[src/rtl/blk_admit_pkg.sv]
package blk_admit_pkg;
    typedef enum logic {
        ADM_IDLE,
        ADM_RUN
    } adm_state_e;
endpackage

[src/rtl/blk_admit_demand.sv]
// Per-block demand: thread slots rounded up to the warp size, register total,
// and whether one block fits an empty unit at all.
module blk_admit_demand #(
    parameter int THR_W    = 11,
    parameter int RPT_W    = 8,
    parameter int SMEM_W   = 17,
    parameter int WARP     = 32,
    parameter int SMEM_CAP = 49152,
    parameter int REG_CAP  = 65536,
    parameter int THR_CAP  = 2048,
    localparam int TS_W    = THR_W + 1,
    localparam int RG_W    = THR_W + RPT_W
) (
    input  logic [THR_W-1:0]  threads,
    input  logic [RPT_W-1:0]  regs_per_thread,
    input  logic [SMEM_W-1:0] smem,
    output logic [TS_W-1:0]   thr_slots,
    output logic [RG_W-1:0]   regs_total,
    output logic              fits_empty
);
    localparam logic [TS_W-1:0] PAD = TS_W'(WARP - 1);

    logic [TS_W-1:0] padded;

    always_comb begin
        padded     = {1'b0, threads} + PAD;
        thr_slots  = padded & ~PAD;
        regs_total = RG_W'(regs_per_thread) * RG_W'(threads);
        fits_empty = (32'(smem) <= 32'(SMEM_CAP))
                  && (32'(regs_total) <= 32'(REG_CAP))
                  && (32'(thr_slots) <= 32'(THR_CAP));
    end
endmodule

[src/rtl/blk_admit_ledger.sv]
// Free-resource ledger of one compute unit.
module blk_admit_ledger #(
    parameter int SMEM_W   = 17,
    parameter int RG_W     = 19,
    parameter int TS_W     = 12,
    parameter int SMEM_CAP = 49152,
    parameter int REG_CAP  = 65536,
    parameter int THR_CAP  = 2048,
    parameter int BLK_CAP  = 8,
    localparam int SM_F    = $clog2(SMEM_CAP + 1),
    localparam int RG_F    = $clog2(REG_CAP + 1),
    localparam int TH_F    = $clog2(THR_CAP + 1),
    localparam int BK_F    = $clog2(BLK_CAP + 1),
    localparam int SM_C    = (SM_F > SMEM_W) ? SM_F : SMEM_W,
    localparam int RG_C    = (RG_F > RG_W) ? RG_F : RG_W,
    localparam int TH_C    = (TH_F > TS_W) ? TH_F : TS_W
) (
    input  logic              clk,
    input  logic              rst_n,
    input  logic [SMEM_W-1:0] need_smem,
    input  logic [RG_W-1:0]   need_regs,
    input  logic [TS_W-1:0]   need_thr,
    input  logic              alloc,
    input  logic              release_blk,
    output logic              fits,
    output logic              occupied
);
    typedef struct packed {
        logic [SM_F-1:0] smem;
        logic [RG_F-1:0] regs;
        logic [TH_F-1:0] thr;
        logic [BK_F-1:0] blk;
    } pool_t;

    pool_t pool_d, pool_q;

    always_comb begin
        pool_d   = pool_q;
        fits     = (SM_C'(need_smem) <= SM_C'(pool_q.smem))
                && (RG_C'(need_regs) <= RG_C'(pool_q.regs))
                && (TH_C'(need_thr)  <= TH_C'(pool_q.thr))
                && (pool_q.blk != '0);
        occupied = pool_q.blk != BK_F'(BLK_CAP);
        if (alloc) begin
            pool_d.smem = pool_d.smem - SM_F'(need_smem);
            pool_d.regs = pool_d.regs - RG_F'(need_regs);
            pool_d.thr  = pool_d.thr  - TH_F'(need_thr);
            pool_d.blk  = pool_d.blk  - BK_F'(1);
        end
        if (release_blk) begin
            pool_d.smem = pool_d.smem + SM_F'(need_smem);
            pool_d.regs = pool_d.regs + RG_F'(need_regs);
            pool_d.thr  = pool_d.thr  + TH_F'(need_thr);
            pool_d.blk  = pool_d.blk  + BK_F'(1);
        end
    end

    always_ff @(posedge clk) begin
        if (!rst_n) begin
            pool_q.smem <= SM_F'(SMEM_CAP);
            pool_q.regs <= RG_F'(REG_CAP);
            pool_q.thr  <= TH_F'(THR_CAP);
            pool_q.blk  <= BK_F'(BLK_CAP);
        end else begin
            pool_q <= pool_d;
        end
    end

    AST_ALLOC_FITS: assert property (@(posedge clk) disable iff (!rst_n)
        alloc |-> fits);
    AST_NO_OVERFLOW: assert property (@(posedge clk) disable iff (!rst_n)
        (pool_q.smem <= SM_F'(SMEM_CAP)) && (pool_q.regs <= RG_F'(REG_CAP))
        && (pool_q.thr <= TH_F'(THR_CAP)) && (pool_q.blk <= BK_F'(BLK_CAP)));
    AST_BLK_SLOT: assert property (@(posedge clk) disable iff (!rst_n)
        alloc |-> (pool_q.blk != '0));
    AST_RELEASE_HELD: assert property (@(posedge clk) disable iff (!rst_n)
        release_blk |-> occupied);
endmodule

[src/rtl/blk_admit.sv]
module blk_admit #(
    parameter int NUM_UNITS = 4,
    parameter int SMEM_CAP  = 49152,
    parameter int REG_CAP   = 65536,
    parameter int THR_CAP   = 2048,
    parameter int BLK_CAP   = 8,
    parameter int WARP      = 32,
    parameter int CNT_W     = 16,
    parameter int THR_W     = 11,
    parameter int RPT_W     = 8,
    parameter int SMEM_W    = 17,
    localparam int UNIT_W   = (NUM_UNITS > 1) ? $clog2(NUM_UNITS) : 1,
    localparam int TS_W     = THR_W + 1,
    localparam int RG_W     = THR_W + RPT_W
) (
    input  logic              clk,
    input  logic              rst_n,
    input  logic              launch_valid,
    input  logic [CNT_W-1:0]  launch_blocks,
    input  logic [THR_W-1:0]  launch_threads,
    input  logic [RPT_W-1:0]  launch_regs_per_thread,
    input  logic [SMEM_W-1:0] launch_smem,
    output logic              busy,
    output logic              launch_err,
    output logic              done,
    output logic              disp_valid,
    input  logic              disp_ready,
    output logic [UNIT_W-1:0] disp_unit,
    output logic [CNT_W-1:0]  disp_block,
    input  logic              cmpl_valid,
    input  logic [UNIT_W-1:0] cmpl_unit
);
    import blk_admit_pkg::*;

    typedef struct packed {
        adm_state_e        st;
        logic [CNT_W-1:0]  total;
        logic [CNT_W-1:0]  next_id;
        logic [CNT_W-1:0]  retired;
        logic [SMEM_W-1:0] n_smem;
        logic [RG_W-1:0]   n_regs;
        logic [TS_W-1:0]   n_thr;
        logic              offer_v;
        logic [UNIT_W-1:0] offer_unit;
        logic [CNT_W-1:0]  offer_id;
        logic              err;
        logic              done;
    } ctl_t;

    ctl_t q, d;

    logic [TS_W-1:0]      dem_thr;
    logic [RG_W-1:0]      dem_regs;
    logic                 dem_fits;
    logic [NUM_UNITS-1:0] fits;
    logic [NUM_UNITS-1:0] occupied;
    logic [NUM_UNITS-1:0] alloc_vec;
    logic [NUM_UNITS-1:0] rel_vec;
    logic [UNIT_W-1:0]    pick;
    logic                 any_fit;
    logic                 slot_free;

    blk_admit_demand #(
        .THR_W(THR_W), .RPT_W(RPT_W), .SMEM_W(SMEM_W), .WARP(WARP),
        .SMEM_CAP(SMEM_CAP), .REG_CAP(REG_CAP), .THR_CAP(THR_CAP)
    ) u_demand (
        .threads(launch_threads),
        .regs_per_thread(launch_regs_per_thread),
        .smem(launch_smem),
        .thr_slots(dem_thr),
        .regs_total(dem_regs),
        .fits_empty(dem_fits)
    );

    for (genvar g = 0; g < NUM_UNITS; g++) begin : g_unit
        blk_admit_ledger #(
            .SMEM_W(SMEM_W), .RG_W(RG_W), .TS_W(TS_W),
            .SMEM_CAP(SMEM_CAP), .REG_CAP(REG_CAP),
            .THR_CAP(THR_CAP), .BLK_CAP(BLK_CAP)
        ) u_ledger (
            .clk(clk),
            .rst_n(rst_n),
            .need_smem(q.n_smem),
            .need_regs(q.n_regs),
            .need_thr(q.n_thr),
            .alloc(alloc_vec[g]),
            .release_blk(rel_vec[g]),
            .fits(fits[g]),
            .occupied(occupied[g])
        );
    end

    // lowest-numbered unit with room wins
    always_comb begin
        pick    = '0;
        any_fit = 1'b0;
        for (int u = NUM_UNITS - 1; u >= 0; u--) begin
            if (fits[u]) begin
                pick    = UNIT_W'(u);
                any_fit = 1'b1;
            end
        end
    end

    always_comb begin
        d         = q;
        alloc_vec = '0;
        rel_vec   = '0;
        slot_free = !q.offer_v || disp_ready;
        case (q.st)
            ADM_IDLE: begin
                if (launch_valid) begin
                    d.err  = !dem_fits;
                    d.done = 1'b0;
                    if (dem_fits) begin
                        d.st      = ADM_RUN;
                        d.total   = launch_blocks;
                        d.next_id = '0;
                        d.retired = '0;
                        d.n_smem  = launch_smem;
                        d.n_regs  = dem_regs;
                        d.n_thr   = dem_thr;
                    end
                end
            end
            default: begin
                if (q.offer_v && disp_ready) begin
                    d.offer_v = 1'b0;
                end
                if (slot_free && any_fit && (q.next_id != q.total)) begin
                    d.offer_v        = 1'b1;
                    d.offer_unit     = pick;
                    d.offer_id       = q.next_id;
                    d.next_id        = q.next_id + CNT_W'(1);
                    alloc_vec[pick]  = 1'b1;
                end
                if (cmpl_valid && (int'(cmpl_unit) < NUM_UNITS) && occupied[cmpl_unit]) begin
                    rel_vec[cmpl_unit] = 1'b1;
                    d.retired          = q.retired + CNT_W'(1);
                end
                if ((q.retired == q.total) && (q.next_id == q.total) && !q.offer_v) begin
                    d.st   = ADM_IDLE;
                    d.done = 1'b1;
                end
            end
        endcase
    end

    always_ff @(posedge clk) begin
        if (!rst_n) begin
            q <= '0;
        end else begin
            q <= d;
        end
    end

    assign busy       = (q.st == ADM_RUN);
    assign launch_err = q.err;
    assign done       = q.done;
    assign disp_valid = q.offer_v;
    assign disp_unit  = q.offer_unit;
    assign disp_block = q.offer_id;

    AST_OFFER_HOLD: assert property (@(posedge clk) disable iff (!rst_n)
        (disp_valid && !disp_ready) |=> (disp_valid && $stable(disp_unit) && $stable(disp_block)));
    AST_ERR_QUIET: assert property (@(posedge clk) disable iff (!rst_n)
        launch_err |-> (!disp_valid && !busy));
    AST_DONE_QUIET: assert property (@(posedge clk) disable iff (!rst_n)
        done |-> (!busy && !disp_valid));
    AST_DESC_FROZEN: assert property (@(posedge clk) disable iff (!rst_n)
        busy |=> ($stable(q.total) && $stable(q.n_smem) && $stable(q.n_regs) && $stable(q.n_thr)));
    AST_ONE_ALLOC: assert property (@(posedge clk) disable iff (!rst_n)
        $onehot0(alloc_vec));
endmodule

[config.mk]
export PLATFORM = sky130hd
export DESIGN_NAME = blk_admit
export DESIGN_NICKNAME = d
export VERILOG_FILES = /design/src/rtl/blk_admit_pkg.sv /design/src/rtl/blk_admit_demand.sv /design/src/rtl/blk_admit_ledger.sv /design/src/rtl/blk_admit.sv
export SDC_FILE = /design/constraint.sdc
export NUM_CORES = 2
export LEC_CHECK = 0
export BUFFER_PORTS_ARGS = -buffer_cell sky130_fd_sc_hd__clkbuf_2
export CORE_UTILIZATION = 60
export DETAILED_ROUTE_END_ITERATION = 6
export GPL_ROUTABILITY_DRIVEN = 0
export PLACE_DENSITY_LB_ADDON = 0.1
export SLEW_MARGIN = 20
export SYNTH_ARGS = -nofsm -noshare
export SYNTH_HDL_FRONTEND = slang
export SYNTH_SLANG_ARGS = --single-unit
[constraint.sdc]
create_clock -name clk -period 6.9 [get_ports clk]
set_input_delay 1.035 -clock clk [delete_from_list [all_inputs] [get_ports clk]]
set_output_delay 1.035 -clock clk [all_outputs]
set_load 0.02 [all_outputs]
Word-level counts from Yosys, hierarchy flattened
Cells that the tools add are included.
{ "word_totals": {"out_inout_bits": 22, "regBits": 309, "inputBits": 59} }
{ "classes": {"reduce_logical": 39, "mul": 1, "n_addsub": 35, "bitwise_logic": 1, "eq_ne": 10, "order_cmp": 19, "mux": 38} }
{ "ops": {"columns": ["operator", "count"], "rows": [
  ["2-to-1 mux 49 bit", 8],
  ["2-to-1 mux 97 bit", 2],
  ["<= comparator 19 x 17 -> 1 bit", 4],
  ["adder 17 bit", 4],
  ["<= comparator 17 x 16 -> 1 bit", 4],
  ["subtractor 17 bit", 4],
  ["adder 16 bit", 4],
  ["subtractor 16 bit", 4],
  ["adder 12 bit", 4],
  ["<= comparator 12 bit", 4],
  ["subtractor 12 bit", 4],
  ["adder 16 x 1 -> 16 bit (second input constant)", 2],
  ["equality test 16 bit", 2],
  ["2-to-1 mux 16 bit", 2],
  ["2-to-1 mux 32 bit", 1],
  ["logical AND 1 bit", 22],
  ["<= comparator 19 x 17 -> 1 bit (second input constant)", 1],
  ["multiplier 8 x 11 -> 19 bit", 1],
  ["2-to-1 mux 19 bit", 1],
  ["<= comparator 17 x 16 -> 1 bit (second input constant)", 1],
  ["adder 4 x 1 -> 4 bit (second input constant)", 4],
  ["2-to-1 mux 4 bit", 4],
  ["inequality test 16 bit", 1],
  ["inequality test 4 bit (second input constant)", 4],
  ["17 further kinds", 51]
]} }

Logic depth before layout (Yosys ltp)
{ "logic_depth": {"ltp_word": 17, "depth_mapped": 28, "ltp_nobuf": 24} }

Cells and area by module
A second synthesis with hierarchy kept.
{ "unflattened": {"cells_unflattened": 4750, "hier_area_um2": 36734.0} }
{ "modules_own_cells": {"columns": ["mod", "area_each_um2", "instances", "seq_area_each_um2", "cells_each"], "rows": [
  ["blk_admit_ledger (g_unit[0].u_ledger)", 7183.1, 1, 980.9, 944],
  ["blk_admit_ledger (g_unit[1].u_ledger)", 7176.9, 1, 980.9, 946],
  ["blk_admit_ledger (g_unit[2].u_ledger)", 7034.2, 1, 980.9, 914],
  ["blk_admit_ledger (g_unit[3].u_ledger)", 6817.8, 1, 980.9, 888],
  ["blk_admit", 5425.2, 1, 2362.3, 687],
  ["blk_admit_demand", 3096.7, 1, 0.0, 371]
]} }

Worst setup path before layout
OpenSTA, ideal clock, no wires.
{ "synth_timing": {"path_kind": "input port to flip-flop", "start": "in launch_threads[5]", "end": "reg q[82] (netlist name)", "t_required_ps": 6830, "cell_stages": 22, "setup_time_ps": 70, "t_arrival_ps": 6265, "slack_ps": 565, "path_cell_list": "clkbuf_1 > and2_1 > fa_1 > inv_1 > fa_1 > inv_1 > fa_1 > inv_1 > fa_1 > inv_1 > ha_1 > a21o_1 > a21oi_1 > a31oi_1 > a2111oi_0 > a211oi_1 > nor4_2 > o211a_1 > buf_4 > o2111ai_4 > or4_1 > a21oi_1"} }
{ "synth_between": {"elab_chain_cells": 6} }
{ "synth_rtl": {"columns": ["item", "line_no", "text"], "rows": [
  ["start, declared", "blk_admit.sv:20", "input logic [THR_W-1:0] launch_threads,"],
  ["multiplier 8 x 11 -> 19 bit", "blk_admit_demand.sv:28", "regs_total = RG_W'(regs_per_thread) * RG_W'(threads);"],
  ["<= comparator 19 x 17 -> 1 bit", "blk_admit_demand.sv:30", "&& (32'(regs_total) <= 32'(REG_CAP))"],
  ["logical AND 1 bit", "blk_admit_demand.sv:30", null],
  ["logical AND 1 bit *", "blk_admit_demand.sv:31", "&& (32'(thr_slots) <= 32'(THR_CAP));"],
  ["nonzero test 2 bit (no line) *", null, null],
  ["AND reduction 3 bit (no line) *", null, null],
  ["end signal, assigned", "blk_admit.sv:151", "q <= '0;"],
  ["end signal, assigned", "blk_admit.sv:153", "q <= d;"],
  ["end, declared", "blk_admit.sv:50", "ctl_t q, d;"]
]} }
Every way passes the cells marked *; elsewhere a longest branch is shown, timed or not.
A chain may end at the register's enable or synchronous reset.

Final worst setup path
{ "layout_timing": {"start": "reg q[47] (netlist name)", "end": "reg g_unit[3].u_ledger.pool_q[48] (netlist name)"} }
{ "layout_between": {"elab_chain_cells": 17} }
{ "layout_rtl": {"columns": ["item", "line_no", "text"], "rows": [
  ["<= comparator 19 x 17 -> 1 bit", "blk_admit_ledger.sv:40", "&& (RG_C'(need_regs) <= RG_C'(pool_q.regs))"],
  ["logical AND 1 bit", "blk_admit_ledger.sv:40", null],
  ["logical AND 1 bit", "blk_admit_ledger.sv:41", "&& (TH_C'(need_thr) <= TH_C'(pool_q.thr))"],
  ["logical AND 1 bit", "blk_admit_ledger.sv:42", "&& (pool_q.blk != '0);"],
  ["2-to-1 mux 2 bit (4 in a row)", "blk_admit.sv:98", "if (fits[u]) begin"],
  ["less-than comparator 2 x 3 -> 1 bit (not written as such) or >= comparator 2 x 1 -> 1 bit (tied branches)", "blk_admit.sv:135", "alloc_vec[pick] = 1'b1;"],
  ["logical AND 1 bit (not written as such)", "blk_admit.sv:135", null],
  ["2-to-1 mux 1 bit (not written as such)", "blk_admit.sv:135", null],
  ["demux 1 bit (select 2 bit)", "blk_admit.sv:135", null],
  ["2-to-1 mux 4 bit *", "blk_admit.sv:130", "if (slot_free && any_fit && (q.next_id != q.total)) begin"],
  ["2-to-1 mux 4 bit *", "blk_admit.sv:110", "case (q.st)"],
  ["2-to-1 mux 49 bit *", "blk_admit_ledger.sv:44", "if (alloc) begin"],
  ["adder 16 bit", "blk_admit_ledger.sv:51", "pool_d.smem = pool_d.smem + SM_F'(need_smem);"],
  ["2-to-1 mux 49 bit *", "blk_admit_ledger.sv:50", "if (release_blk) begin"],
  ["end signal, assigned", "blk_admit_ledger.sv:65", "pool_q <= pool_d;"],
  ["end, declared", "blk_admit_ledger.sv:35", "pool_t pool_d, pool_q;"]
]} }
Marked as above.

==> run metrics <==
CTS tree built; initial core utilization 61.0%; Ys Warns 0; Leak 15.7 nW; Hold Path Class reg -> reg; drt wl/cell 18.0 um; Resize count post-CTS 0; Placed Area 33400 um^2; DRC viols 0; chip height 234 um; Hold Slack 0.456 ns; antenna viol nets, final 0; Nets 4737; Detailed Routing Iterations Pass 1 5; Inserted Diodes 0; Critical Path AT 6.97 ns; net count of the mapped netlist 4701; PnR worst setup slack 0.390 ns; Tot GR Track Use 31.9%; std cell rows 84; CP Capture Type register; Via density 5.96; reg2reg end g_unit[3].u_ledger.pool_q[48]$_SDFF_PN1_; Synth cell types 90; final instance area 34700 um^2; post-CTS setup buffers 0; Power Density 229 nW/um^2; FILL cells 4698; CTS Sinks 289; Worst-path clk slew 0.06 ns; clock period minus final worst setup slack 6.51 ns; Mapped Area 32200 um^2; DR vias 28800; Place WS 0.138 ns; Crit Path Category reg -> reg; crit path capture g_unit[3].u_ledger.pool_q[48]$_SDFF_PN1_; top_reg_cell synth dfxtp_1; post-synthesis sequential area ratio 18.0%; initial antenna violation count 1; H-Tree Depth 2; Worst Setup SP q[47]$_SDFFE_PN0P_; core area 52800 um^2; Synth Area in Compound Gates 20.5%; first-pass GRT wire length 139000 um; Ports 81; IO Port Bufs 80; cts bufs inserted 38; final cycle utilization of the critical path 94.4%; Hold-fix buffers, CTS 0; crit path cell chain inv_1, ha_1, nand3_1, or2_1, nor4_1, o2111ai_1, or3_1, or3b_4, mux2_2, ha_1, a211oi_1, o21bai_1, a31o_2, a2111oi_0, buf_4, o31ai_1, a2111oi_0, a41o_1, o21ai_0, a21oi_1, a31oi_1; Avg Cell Area, Syn 7.88 um^2; Worst setup SP type register; critical path required time 7.36 ns; CP max stage delay 0.56 ns; GRT overflow 0; clk_skew 0.0293 ns; FF-to-FF setup slack 0.39 ns; Max Clock Freq 154 MHz; Max FO, Critical Path 13; worst-skew pair later-pin latency 0.59 ns; Levels on crit path 21; run status completed; Routed WL 87100 um; Max Slew Vio Count 0; post-synthesis mux area share 3.94%; slowest CP cell or3b_4; layout cells sized above 1 7.94%; Final setup viols 0; dpl hpwl 66000 um; clock root cell clkbuf_16; Rel. slew slack 36.0%; async set-reset flop share out of synthesis 0%; Final Hold Fails 0; unrepaired setup endpoints after global routing no; largest family of logic cells by synthesized area adder cells; DR iter-0 viols 2029; Largest delay share family, worst path compound AO/OA/AOI/OAI gates; R2R Path Start q[47]$_SDFFE_PN0P_; maximum number of pins on one net before global-route repair 119; xor/xnor share of the synthesized area 8.55%; Buf/Inv on CP 2; area grow syn2layout 7.76%; Syn Inst Count 4083; maximum VDD drop 0.000181 V; Chip Width 234 um; setup TNS 0 ns; post-synthesis simple-gate area fraction 19.1%; vias in the first global route 27100; R2R depth 21; Worst Tran Pin Value 0.960 ns; Adder-Cell Fraction of Synth Area 23.5%; Bufs on Longest Clock Path 3; max_cap viols 0; synthesized flop and latch total 289; Post-synth EDFFs 0; die area 54600 um^2
## worst min path at each step
| stage | endpoint | cells past startpoint | slack [ns] | start |
|---|---|---|---|---|
| 6_report | launch_err$_SDFFE_PN0P_ | 2 | 0.46 | launch_err$_SDFFE_PN0P_ |
| 5_1_grt | launch_err$_SDFFE_PN0P_ | 2 | 0.50 | launch_err$_SDFFE_PN0P_ |
| 4_1_cts | launch_err$_SDFFE_PN0P_ | 2 | 0.46 | launch_err$_SDFFE_PN0P_ |
| 3_5_place_dp | launch_err$_SDFFE_PN0P_ | 2 | 0.44 | launch_err$_SDFFE_PN0P_ |
| 3_3_place_gp | launch_err$_SDFFE_PN0P_ | 2 | 0.44 | launch_err$_SDFFE_PN0P_ |
| 2_1_floorplan | disp_block[15]$_SDFFE_PN0P_ | 2 | 0.46 | disp_block[15]$_SDFFE_PN0P_ |
## cell usage after synthesis, drive strengths merged (8+ instances only)
cell / instances / area, um^2
a2111oi: 14 / 123
a211o: 13 / 114
a211oi: 112 / 841
a21o: 102 / 766
a21oi: 294 / 1470
a31o: 10 / 87.6
a31oi: 42 / 269
a41oi: 12 / 105
and2: 71 / 444
and3: 39 / 244
buf: 58 / 367
clkbuf: 117 / 439
dfxtp: 289 / 5790
fa: 78 / 1560
ha: 481 / 6020
inv: 334 / 1250
mux2: 33 / 375
mux2i: 88 / 892
nand2: 378 / 1420
nand2b: 38 / 238
nand3: 89 / 445
nand3b: 14 / 105
nand4: 35 / 219
nand4b: 11 / 96.3
nor2: 341 / 1280
nor2b: 36 / 225
nor3: 95 / 475
nor3b: 8 / 60.1
nor4: 29 / 194
o2111ai: 15 / 155
o211a: 14 / 140
o211ai: 23 / 173
o21a: 32 / 240
o21ai: 189 / 946
o21bai: 26 / 195
o31a: 16 / 140
o31ai: 27 / 203
or2: 23 / 144
or3: 48 / 300
or4: 10 / 75.1
xnor2: 170 / 1500
xor2: 138 / 1210
## power by group
part / internal (mW) / total [mW] / switching [mW] / leakage, nW
logic: 1.72 / 4.05 / 2.32 / 12.7
registers: 1.73 / 1.80 / 0.0670 / 2.33
clock network: 1.21 / 2.08 / 0.868 / 0.627
## final cells by class
| type | count | area, um^2 | area share (%) |
|---|---|---|---|
| clock inverter | 15 | 204 | 0.588 |
| timing repair buffer | 171 | 1100 | 3.17 |
| clock buffer | 52 | 1070 | 3.09 |
| inverter | 334 | 1260 | 3.64 |
| tap | 688 | 861 | 2.48 |
| sequential | 289 | 5790 | 16.7 |
| multi-input combinational | 3285 | 24400 | 70.4 |
## cell families after synthesis
logic type / count (synthesis)
flip-flops: 289
AND/OR/NAND/NOR: 1285
adder cells (fa/ha/maj): 559
AO/OA/AOI/OAI: 1010
buffers and inverters: 509
XOR/XNOR: 310
multiplexers: 121
## per-layer routing
metal / vias to the layer above / share of wire, % / GRT usage, % / wire, um
li1: 14400 / - / - / -
met1: 13500 / 48 / 45.1 / 41900
met2: 778 / 43 / 49.9 / 37400
met3: 147 / 6.3 / 4.50 / 5510
met4: 2 / 2.6 / 9.72 / 2270
met5: - / 0.016 / 0 / 14
## metrics by stage
stage	std cells	util [%]	total power, mW
6_report	4834	65.8	7.93
5_1_grt	4834	65.8	8.50
4_1_cts	4834	65.7	7.91
3_5_place_dp	4767	63.3	5.80
3_3_place_gp	4767	63.3	5.76
2_1_floorplan	4083	-	4.93
## flip-flops by register name (all words and copies together), names as in the netlist
signal / count
g_unit.u_ledger.pool_q: 176
q: 91
disp_block: 16
disp_unit: 2
busy: 1
disp_valid: 1
done: 1
launch_err: 1
## layout by cell type (no fill, tap or decap), types with 41 or more instances in the layout
| master | synthesis | final |
|---|---|---|
| xnor2_1 | 169 | 169 |
| nor2_1 | 341 | 340 |
| fa_1 | 78 | 78 |
| xor2_1 | 138 | 138 |
| or3_1 | 48 | 48 |
| a21o_1 | 102 | 102 |
| nor3_1 | 95 | 94 |
| a211oi_1 | 112 | 112 |
| and2_1 | 71 | 70 |
| nand2_1 | 378 | 378 |
| buf_4 | 19 | 89 |
| mux2i_1 | 85 | 85 |
| a31oi_1 | 41 | 41 |
| clkbuf_2 | 0 | 79 |
| a21oi_1 | 294 | 292 |
| inv_1 | 334 | 333 |
| nand3_1 | 89 | 89 |
| ha_1 | 481 | 481 |
| o21ai_0 | 186 | 185 |
| dfxtp_1 | 289 | 289 |
## worst register-to-register path: stages (launching register included)
cell       delay, ns
dfxtp_1         0.49
inv_1           0.22
ha_1            0.40
nand3_1         0.14
or2_1           0.27
nor4_1          0.54
o2111ai_1       0.31
or3_1           0.37
or3b_4          0.56
mux2_2          0.37
ha_1            0.30
a211oi_1        0.33
o21bai_1        0.16
a31o_2          0.30
a2111oi_0       0.40
buf_4           0.20
o31ai_1         0.12
a2111oi_0       0.44
a41o_1          0.18
o21ai_0         0.09
a21oi_1         0.17
a31oi_1         0.05
Power figures use the tool's default switching activity.
